===== src/rtl/cmc_pkg.sv =====
package cmc_pkg;
   // register offsets (bytes)
   localparam logic [7:0] OFF_CTRL = 8'h00;
   localparam logic [7:0] OFF_MODE = 8'h04;
   localparam logic [7:0] OFF_BRP  = 8'h08;
   localparam logic [7:0] OFF_BTIM = 8'h0C;
   localparam logic [7:0] OFF_STAT = 8'h18;
   localparam logic [7:0] OFF_ISR  = 8'h1C;
   localparam logic [7:0] OFF_IER  = 8'h20;
   localparam logic [7:0] OFF_ICLR = 8'h24;

   // event / interrupt bit positions that change the mode
   localparam int EV_BUSOFF = 9;
   localparam int EV_WAKE   = 11;
   localparam int EV_MIN_W  = 15;

   // interrupt bits that exist
   localparam logic [31:0] IRQ_IMPL_MASK = 32'h0000_4FD7;

   typedef enum logic [1:0] {
      MD_CFG   = 2'd0,
      MD_NORM  = 2'd1,
      MD_LOOP  = 2'd2,
      MD_SLEEP = 2'd3
   } op_mode_t;
endpackage


===== src/rtl/cmc_mode_seq.sv =====
module cmc_mode_seq
   import cmc_pkg::*;
(
   input  logic     clk,
   input  logic     rst_n,
   input  logic     soft_rst,
   input  logic     busoff_evt,
   input  logic     ctrl_wr,
   input  logic     en_val,
   input  logic     lback_req,
   input  logic     sleep_req,
   input  logic     wake_evt,
   output op_mode_t mode_o,
   output logic     wake_taken_o
);
   op_mode_t mode_q, mode_d;

   always_comb begin
      mode_d = mode_q;
      if (soft_rst || busoff_evt) begin
         mode_d = MD_CFG;
      end else if (ctrl_wr) begin
         if (!en_val)
            mode_d = MD_CFG;
         else if (mode_q == MD_CFG)
            mode_d = lback_req ? MD_LOOP : MD_NORM;
      end else if (mode_q == MD_NORM && sleep_req) begin
         mode_d = MD_SLEEP;
      end else if (mode_q == MD_SLEEP && wake_evt) begin
         mode_d = MD_NORM;
      end
   end

   always_ff @(posedge clk or negedge rst_n) begin
      if (!rst_n) mode_q <= MD_CFG;
      else        mode_q <= mode_d;
   end

   assign mode_o       = mode_q;
   assign wake_taken_o = (mode_q == MD_SLEEP) && (mode_d == MD_NORM);


   soft_rst_cfg_chk: assert property (@(posedge clk) disable iff (!rst_n)
      soft_rst |=> mode_q == MD_CFG);

   busoff_cfg_chk: assert property (@(posedge clk) disable iff (!rst_n)
      busoff_evt |=> mode_q == MD_CFG);

   loop_entry_chk: assert property (@(posedge clk) disable iff (!rst_n)
      (ctrl_wr && en_val && !soft_rst && !busoff_evt && mode_q == MD_CFG && lback_req)
      |=> mode_q == MD_LOOP);

   wake_norm_chk: assert property (@(posedge clk) disable iff (!rst_n)
      (mode_q == MD_SLEEP && wake_evt && !soft_rst && !busoff_evt && !ctrl_wr)
      |=> mode_q == MD_NORM);
endmodule


===== src/rtl/cmc_irq_bank.sv =====
module cmc_irq_bank #(
   parameter int               IRQ_W = 15,
   parameter logic [IRQ_W-1:0] IMPL  = '1
) (
   input  logic             clk,
   input  logic             rst_n,
   input  logic             soft_rst,
   input  logic [IRQ_W-1:0] evt,
   input  logic             clr_wr,
   input  logic [IRQ_W-1:0] clr_bits,
   input  logic             ier_wr,
   input  logic [IRQ_W-1:0] ier_bits,
   output logic [IRQ_W-1:0] isr_o,
   output logic [IRQ_W-1:0] ier_o,
   output logic             irq_o
);
   for (genvar i = 0; i < IRQ_W; i++) begin : g_bit
      if (IMPL[i]) begin : g_live
         logic st_q, en_q;
         always_ff @(posedge clk or negedge rst_n) begin
            if (!rst_n) begin
               st_q <= 1'b0;
               en_q <= 1'b0;
            end else if (soft_rst) begin
               st_q <= 1'b0;
               en_q <= 1'b0;
            end else begin
               // set wins over a same-cycle clear
               st_q <= evt[i] | (st_q & ~(clr_wr & clr_bits[i]));
               if (ier_wr) en_q <= ier_bits[i];
            end
         end
         assign isr_o[i] = st_q;
         assign ier_o[i] = en_q;
      end else begin : g_dead
         assign isr_o[i] = 1'b0;
         assign ier_o[i] = 1'b0;
      end
   end

   assign irq_o = |(isr_o & ier_o);


   evt_sticky_chk: assert property (@(posedge clk) disable iff (!rst_n)
      ((|(evt & IMPL)) && !soft_rst)
      |=> ((isr_o & $past(evt & IMPL)) == $past(evt & IMPL)));

   clear_effect_chk: assert property (@(posedge clk) disable iff (!rst_n)
      (clr_wr && !soft_rst) |=> ((isr_o & $past(clr_bits & ~evt)) == '0));
endmodule


===== src/rtl/canctl_regs.sv =====
module canctl_regs
   import cmc_pkg::*;
#(
   parameter int ADDR_W = 8,
   parameter int DATA_W = 32,
   parameter int IRQ_W  = 15,
   parameter int BRP_W  = 8,
   parameter int BT_W   = 9
) (
   input  logic              clk,
   input  logic              rst_n,
   input  logic [ADDR_W-1:0] bus_addr,
   input  logic              bus_wr,
   input  logic [DATA_W-1:0] bus_wdata,
   output logic [DATA_W-1:0] bus_rdata,
   input  logic [IRQ_W-1:0]  evt_i,
   input  logic              err_warn_i,
   input  logic [1:0]        err_state_i,
   input  logic              txq_full_i,
   output logic [BRP_W-1:0]  brp_o,
   output logic [BT_W-1:0]   btim_o,
   output logic [1:0]        opmode_o,
   output logic              irq_o
);
   localparam logic [IRQ_W-1:0] IMPL = IRQ_W'(IRQ_IMPL_MASK);
   localparam int STAT_W = 11;

   if (IRQ_W < EV_MIN_W) begin : g_bad_irq_w
      initial $fatal(1, "IRQ_W must cover every interrupt bit");
   end
   if (DATA_W < 16 || DATA_W < BRP_W || DATA_W < BT_W) begin : g_bad_data_w
      initial $fatal(1, "DATA_W too narrow for the register fields");
   end
   if (ADDR_W < 6) begin : g_bad_addr_w
      initial $fatal(1, "ADDR_W too narrow for the register offsets");
   end

   // write decode
   logic wr_ctrl, wr_mode, wr_brp, wr_btim, wr_ier, wr_iclr;
   assign wr_ctrl = bus_wr && (bus_addr == ADDR_W'(OFF_CTRL));
   assign wr_mode = bus_wr && (bus_addr == ADDR_W'(OFF_MODE));
   assign wr_brp  = bus_wr && (bus_addr == ADDR_W'(OFF_BRP));
   assign wr_btim = bus_wr && (bus_addr == ADDR_W'(OFF_BTIM));
   assign wr_ier  = bus_wr && (bus_addr == ADDR_W'(OFF_IER));
   assign wr_iclr = bus_wr && (bus_addr == ADDR_W'(OFF_ICLR));

   logic soft_rst, ctrl_wr;
   assign soft_rst = wr_ctrl && bus_wdata[0];
   assign ctrl_wr  = wr_ctrl && !bus_wdata[0];

   // mode requests
   logic     lback_q, sleep_q, wake_taken;
   op_mode_t mode_q;

   always_ff @(posedge clk or negedge rst_n) begin
      if (!rst_n) begin
         lback_q <= 1'b0;
         sleep_q <= 1'b0;
      end else if (soft_rst) begin
         lback_q <= 1'b0;
         sleep_q <= 1'b0;
      end else if (wr_mode) begin
         lback_q <= bus_wdata[1];
         sleep_q <= bus_wdata[0];
      end else if (wake_taken) begin
         sleep_q <= 1'b0;
      end
   end

   cmc_mode_seq u_mode (
      .clk          (clk),
      .rst_n        (rst_n),
      .soft_rst     (soft_rst),
      .busoff_evt   (evt_i[EV_BUSOFF]),
      .ctrl_wr      (ctrl_wr),
      .en_val       (bus_wdata[1]),
      .lback_req    (lback_q),
      .sleep_req    (sleep_q),
      .wake_evt     (evt_i[EV_WAKE]),
      .mode_o       (mode_q),
      .wake_taken_o (wake_taken)
   );

   // bit timing, gated by configuration mode
   logic [BRP_W-1:0] brp_q;
   logic [BT_W-1:0]  bt_q;
   logic             in_cfg;
   assign in_cfg = (mode_q == MD_CFG);

   always_ff @(posedge clk or negedge rst_n) begin
      if (!rst_n) begin
         brp_q <= '0;
         bt_q  <= '0;
      end else if (soft_rst) begin
         brp_q <= '0;
         bt_q  <= '0;
      end else if (in_cfg) begin
         if (wr_brp)  brp_q <= bus_wdata[BRP_W-1:0];
         if (wr_btim) bt_q  <= bus_wdata[BT_W-1:0];
      end
   end

   // interrupts
   logic [IRQ_W-1:0] isr, ier;

   cmc_irq_bank #(.IRQ_W(IRQ_W), .IMPL(IMPL)) u_irq (
      .clk      (clk),
      .rst_n    (rst_n),
      .soft_rst (soft_rst),
      .evt      (evt_i),
      .clr_wr   (wr_iclr),
      .clr_bits (bus_wdata[IRQ_W-1:0]),
      .ier_wr   (wr_ier),
      .ier_bits (bus_wdata[IRQ_W-1:0]),
      .isr_o    (isr),
      .ier_o    (ier),
      .irq_o    (irq_o)
   );

   // status word
   logic [STAT_W-1:0] stat;
   always_comb begin
      stat    = '0;
      stat[0] = in_cfg;
      stat[1] = (mode_q == MD_LOOP);
      stat[2] = (mode_q == MD_SLEEP);
      stat[3] = (mode_q == MD_NORM);
      if (!in_cfg) begin
         stat[6]   = err_warn_i;
         stat[8:7] = err_state_i;
         stat[10]  = txq_full_i;
      end
   end

   // read mux
   always_comb begin
      bus_rdata = '0;
      case (bus_addr)
         ADDR_W'(OFF_CTRL): bus_rdata = DATA_W'({!in_cfg, 1'b0});
         ADDR_W'(OFF_MODE): bus_rdata = DATA_W'({lback_q, sleep_q});
         ADDR_W'(OFF_BRP):  bus_rdata = DATA_W'(brp_q);
         ADDR_W'(OFF_BTIM): bus_rdata = DATA_W'(bt_q);
         ADDR_W'(OFF_STAT): bus_rdata = DATA_W'(stat);
         ADDR_W'(OFF_ISR):  bus_rdata = DATA_W'(isr);
         ADDR_W'(OFF_IER):  bus_rdata = DATA_W'(ier);
         default:           bus_rdata = '0;
      endcase
   end

   assign brp_o    = brp_q;
   assign btim_o   = bt_q;
   assign opmode_o = mode_q;


   timing_hold_chk: assert property (@(posedge clk) disable iff (!rst_n)
      (!in_cfg && !soft_rst) |=> ($stable(brp_q) && $stable(bt_q)));
endmodule


===== config.mk =====
export PLATFORM = sky130hd
export DESIGN_NAME = canctl_regs
export DESIGN_NICKNAME = d
export VERILOG_FILES = /design/src/rtl/cmc_pkg.sv /design/src/rtl/cmc_mode_seq.sv /design/src/rtl/cmc_irq_bank.sv /design/src/rtl/canctl_regs.sv
export SDC_FILE = /design/constraint.sdc
export NUM_CORES = 1
export LEC_CHECK = 0
export BUFFER_PORTS_ARGS = -buffer_cell sky130_fd_sc_hd__buf_2
export CORE_ASPECT_RATIO = 1.4
export CORE_MARGIN = 5
export CORE_UTILIZATION = 49
export DETAILED_ROUTE_END_ITERATION = 6
export PLACE_DENSITY = 0.84
export SYNTH_ARGS = -nofsm -noshare
export SYNTH_HDL_FRONTEND = slang
export SYNTH_HIERARCHICAL = 1
export SYNTH_SLANG_ARGS = --single-unit

===== constraint.sdc =====
create_clock -name clk -period 2.04 [get_ports clk]
set_input_delay 0.306 -clock clk [delete_from_list [all_inputs] [get_ports clk]]
set_output_delay 0.306 -clock clk [all_outputs]
set_load 0.005 [all_outputs]

### Word level (Yosys, flattened, before mapping)

Cells that the tools add are included.

| operators by class | value |
|---|---|
| reductions and logical operators | 25 |
| bitwise operators | 45 |
| eq/ne operators | 11 |
| muxes and demuxes | 54 |

Operator list:

| operator | count |
|---|---|
| 15-bit case mux with 7 select lines | 1 |
| 1-bit two-way mux | 39 |
| 9-bit two-way mux | 3 |
| 8-bit two-way mux | 3 |
| 1-bit bitwise AND | 22 |
| 8-bit by 4-bit equality test with 1-bit output, second input constant | 2 |
| 8-bit by 5-bit equality test with 1-bit output, second input constant | 2 |
| 8-bit by 6-bit equality test with 1-bit output, second input constant | 2 |
| 15-bit bitwise AND | 1 |
| 15-bit OR reduction | 1 |
| 2-bit two-way mux | 7 |
| 1-bit logical AND | 11 |
| 1-bit inverter | 11 |
| 1-bit OR | 11 |
| 2-bit nonzero test | 5 |
| 8-bit by 3-bit equality test with 1-bit output, second input constant | 1 |
| 8-bit zero test | 1 |
| 2-bit by 1-bit equality test with 1-bit output, second input constant | 2 |
| 2-bit equality test, second input constant | 2 |
| 2-bit AND reduction | 2 |
| 3-bit two-way mux | 1 |
| 3-bit nonzero test | 1 |
| 1-bit zero test | 2 |
| 2-bit zero test | 1 |
| 1-bit logical OR | 1 |

| word-level totals | value |
|---|---|
| input port bits | 62 |
| flip-flop bits (word level) | 43 |
| logic and storage cells | 162 |
| output and inout bits | 52 |

### Longest topological paths before layout

| logic depth | value |
|---|---|
| depth after elaboration | 11 |
| mapped depth | 10 |

### Modules after synthesis

The synthesis kept the hierarchy.

Modules (own cells, without submodules):

| module | area each (um2) | times used | seq. area each (um2) | cells an instance |
|---|---|---|---|---|
| canctl_regs | 1506.4 | 1 | 475.5 | 166 |
| cmc_irq_bank | 1147.4 | 1 | 550.5 | 119 |
| cmc_mode_seq | 135.1 | 1 | 50.0 | 16 |

### Worst setup path before layout

No wires, ideal clock.

| timing path | value |
|---|---|
| path kind | input port to flip-flop |
| from | input port bus_addr[3] |
| to | register sleep_q |
| arrival time | 2.104 ns |
| required time | 1.962 ns |
| library setup time | 0.078 ns |
| buffers on the path | 2 |
| path slack | -0.143 ns |
| stages on the path | 10 |
| cells stage by stage | buf_2 -> nor4_1 -> nand3_1 -> nor2_1 -> buf_2 -> nor2_1 -> o21ai_0 -> and4bb_1 -> or3b_2 -> a21oi_1 |

| on the way | value |
|---|---|
| word-level cells in the longest chain between the ends | 8 |

Ends and longest elaborated chain:

| what | line | RTL |
|---|---|---|
| from (decl) | canctl_regs.sv:12 | `input logic [ADDR_W-1:0] bus_addr,` |
| 8-bit zero test | canctl_regs.sv:40 | `assign wr_ctrl = bus_wr && (bus_addr == ADDR_W'(OFF_CTRL));` |
| 1-bit logical AND | canctl_regs.sv:40 |  |
| 1-bit logical AND | canctl_regs.sv:48 | `assign soft_rst = wr_ctrl && bus_wdata[0];` |
| named net soft_rst | canctl_regs.sv:47 | `logic soft_rst, ctrl_wr;` |
| 1-bit logical OR | cmc_mode_seq.sv:20 | `if (soft_rst \|\| busoff_evt) begin` |
| 2-bit two-way mux | cmc_mode_seq.sv:20 |  |
| 2-bit by 1-bit equality test with 1-bit output | cmc_mode_seq.sv:40 | `assign wake_taken_o = (mode_q == MD_SLEEP) && (mode_d == MD_NORM);` |
| 1-bit logical AND | cmc_mode_seq.sv:40 |  |
| named net wake_taken | canctl_regs.sv:52 | `logic lback_q, sleep_q, wake_taken;` |
| 3-bit nonzero test (no line) | -- |  |
| to (signal assigned) | canctl_regs.sv:64 | `sleep_q <= bus_wdata[0];` |
| to (decl) | canctl_regs.sv:52 |  |

The timed path passes the listed nets, and every way through them passes these cells.
A chain may end at the register's enable or synchronous reset.

### Worst setup path after layout

| timing path | value |
|---|---|
| from | input port bus_addr[6] |
| to | output port bus_rdata[9] |

| on the way | value |
|---|---|
| word-level cells in the longest chain between the ends | 2 |

Ends and longest elaborated chain:

| what | line | RTL |
|---|---|---|
| 8-bit by 6-bit equality test with 1-bit output, or another cell as far along | canctl_regs.sv:138 | `case (bus_addr)` |
| 15-bit case mux with 7 select lines * | canctl_regs.sv:138 |  |
| to (decl) | canctl_regs.sv:15 | `output logic [DATA_W-1:0] bus_rdata,` |

Mark *: on every way between the ends. The rest lies on a longest branch, timed or not.

==> out/results.ini <==
[run_status]
status = finished with violations
violations = negative setup slack

[sta]
rsz0062_at_grt = yes
slew_headroom_pct = 62.10
finalSetupViolCount = 5
finalWorstSetupSlack_ns = -0.007993
min_period_over_period_pct = 100.4
tns_ns = -0.02324
fin_crit_ns = 2.048
drv_slew = 0
fmax_mhz = 488.3
fin_skew_ns = 0.007825
finalHoldViolCount = 0
tightest_slew_ns = 0.5686

[synth]
synth_edf_count = 0
avgSynthCellArea_um2 = 9.266
netlist_top_cells_area = dfrtp_1, buf_4, mux2i_1
yosysUniqueCellTypes = 44
yosysTopAreaCellShare_pct = 38.58
ys_warn_count = 6
yosysSeqAreaShare_pct = 38.58
synth-seq-cells = 43
synth_area_mm2 = 0.002789
synth_largest_area_cell = dfrtp_1
synthCells = 301
synthFlopType = dfrtp_1
async_flop_share_pct = 100.0

[floorplan]
die_h_um = 99.27
die_w_um = 73.76
dieArea_mm2 = 0.007322
fp.coreArea_mm2 = 0.005525
initial_core_util_pct = 50.48
ios = 114
row_count = 32

[clock_network]
cts_tree = yes
cts-root-to-sink-buffers = 2
clock_latency_ns = 0.31
clk_pin_slew_ns = 0.09
cts_buffers = 5
cts-root-buf = clkbuf_8
cts-htree-levels = 2
cts_sinks = 43

[place]
gp_congestion = 0.9134
place_area_mm2 = 0.003109
place_hpwl_um = 5454
io_buffers = 71

[power_and_ir_drop]
power.share.clock_pct = 41.4
pwr-share-comb_pct = 12.1
seqPwrFrac_pct = 46.5
power.switching_w = 0.0004681
power_density_mw_per_mm2 = 587.0
power.internal_w = 0.001477
leakagePower_nw = 1.756
switching_share_pct = 24.07
finalPower_w = 0.001945
peakVddDrop_uv = 677.2

[worst_setup_path]
worstPathCellList = buf_8, or4b_4, nor3b_4, buf_4, buf_6, a22o_1, buf_2
setup.worst_path.class = input pin to output pin
crit_arrival_ns = 1.74
path_delay_family = simple AND/OR/NAND/NOR gates
end_kind = output pin
cpPeakStageDelay_ns = 0.56
path_buf_inv = 4
cp-start-kind = input pin
critical_path_peak_fanout = 4
crit_slowest_cell = or4b_4
cp.required_ns = 1.73

[hold_path]
min_path_type = input pin to asynchronous set/reset pin

[grt]
first_global_vias = 2443
grt_pass1_wl_um = 11630
grt.total_usage_pct = 20.35
grt_max_degree = 44
antenna_found_initial = 0
gr-total-overflow = 0

[layout]
final_nets = 432
seqCellArea_mm2 = 0.001079
syn_to_final_growth_pct = 18.80
utilization_pct = 59.96
multi_input_area_mm2 = 0.001388
drive_gt1_share_pct = 33.42
num-fill-cells = 493
stdcell_area_mm2 = 0.003313
diodes = 0

[routing]
antenna_left = 0
drt_iter0_markers = 190
dr_total_vias = 2384
wirelength_um = 7271
drc = 0
drt-wirelength-per-cell_um = 16.56
firstDrtPassIters = 4
routed_via_density = 5.431

[job]
maxCapViolCount = 0

==> what timing repair did <==
action / in CTS / in global routing
hold buffers: 0 / 0
setup buffers: 2 / 3
endpoints found under the hold margin: 0 / 0
resized for setup: 7 / 5
pin swaps: 5 / 1
endpoints found under the setup margin: 10 / 11
==> logic make-up (layout without fill, tap and decap cells) <==
logic type	after synthesis	after routing	synth area share, %
AOI/OAI and AO/OA	54	54	13.91
other	2	25	0.2693
muxes	36	36	12.97
DFF	43	43	38.58
buffers and inverters	64	111	15.66
and+or+nand+nor	102	102	18.62
==> cells in the final DEF, fill, tap and decap left out, types with 3 or more instances in the layout <==
cell       n
mux2i_1   35
nor2_2     4
nand3_1    4
clkbuf_8   5
a22o_1    10
nor2_1    49
conb_1    25
o21ai_0    5
a22oi_1    5
and2_1     3
buf_2     69
a221o_1    3
nand2_1   20
a21oi_1   14
inv_1      4
dfrtp_1   41
nor3_1     3
buf_4     25
==> cells in the mapped netlist, types with 2 or more instances <==
| cell type | number |
|---|---|
| nand2_1 | 20 |
| o211ai_1 | 2 |
| a221o_1 | 3 |
| a32oi_1 | 2 |
| and4bb_1 | 2 |
| buf_1 | 2 |
| a21oi_1 | 15 |
| o2bb2ai_1 | 2 |
| a21o_1 | 2 |
| a22oi_1 | 5 |
| dfrtp_1 | 43 |
| mux2i_1 | 35 |
| clkbuf_1 | 2 |
| buf_4 | 48 |
| nand3_1 | 4 |
| nand4_1 | 2 |
| nor2_1 | 53 |
| nor3_1 | 3 |
| inv_1 | 4 |
| o21ai_0 | 7 |
| and4_1 | 2 |
| buf_2 | 7 |
| and2_1 | 4 |
| and3_1 | 2 |
| conb_1 | 2 |
| a22o_1 | 10 |
==> area by class of cell <==
cell class                 instances  area share (%)
sequential                        43           32.55
clock buffer                       5           2.077
inverter                           4          0.4532
clock inverter                     3           2.039
tap                               68           2.568
timing repair buffer              99           18.43
multi-input combinational        217           41.88
==> worst paths after layout <==
check | endpoint | startpoint | cells after the start | slack, ns
setup / recovery | bus_rdata[9] | bus_addr[6] | 7 | -0.008
hold / removal | u_irq/g_bit[11].g_live.en_q | rst_n | 2 | 0.07
setup reg to reg | sleep_q | u_mode/mode_o[1] | 5 | 0.41
hold reg to reg | u_irq/g_bit[10].g_live.st_q | u_irq/g_bit[10].g_live.st_q | 2 | 0.55
max in group asynchronous | u_mode/mode_o[0] | rst_n | 2 | 1.57
min in group clk | u_irq/g_bit[0].g_live.st_q | evt_i[0] | 3 | 0.21
==> power groups by stage <==
| stage | Combinational (W) | Clock (W) | Sequential (W) |
|---|---|---|---|
| final | 0.000235 | 0.000805 | 0.000905 |
| after global routing | 0.000262 | 0.000839 | 0.000909 |
| after CTS | 0.000235 | 0.000810 | 0.000905 |
| after detailed placement | 0.000230 | 0 | 0.000922 |
| after global placement | 0.000223 | 0 | 0.000921 |
| after floorplan | 0.000150 | 0 | 0.000918 |
==> flip-flops by register name, summed over array words and instances (netlist names) <==
signal and count:
u_irq/g_bit.g_live.en_q 11, brp_o 8, lback_q 1, u_irq/g_bit.g_live.st_q 11, btim_o 9, sleep_q 1
u_mode/mode_o 2
==> per-stage QoR <==
stage / cells / worst slack (ns) / hold slack (ns)
floorplan: 324 / -0.01733 / 0.01041
global route: 439 / -0.07788 / 0.1293
CTS: 436 / -0.02143 / 0.08699
global placement: 426 / -0.09339 / 0.4070
finish: 439 / -0.007993 / 0.06607
detailed placement: 426 / -0.1557 / 0.4191
==> layer usage <==
layer  global-route usage [%]  share of wire [%]  vias up
li1                         -                  -     1120
met1                    24.44                 38     1135
met2                    34.49                 51      112
met3                    4.146                8.4       17
met4                    8.787                2.8        0
met5                        0                  0        -
Note: power is estimated with default switching activity, not from simulation.
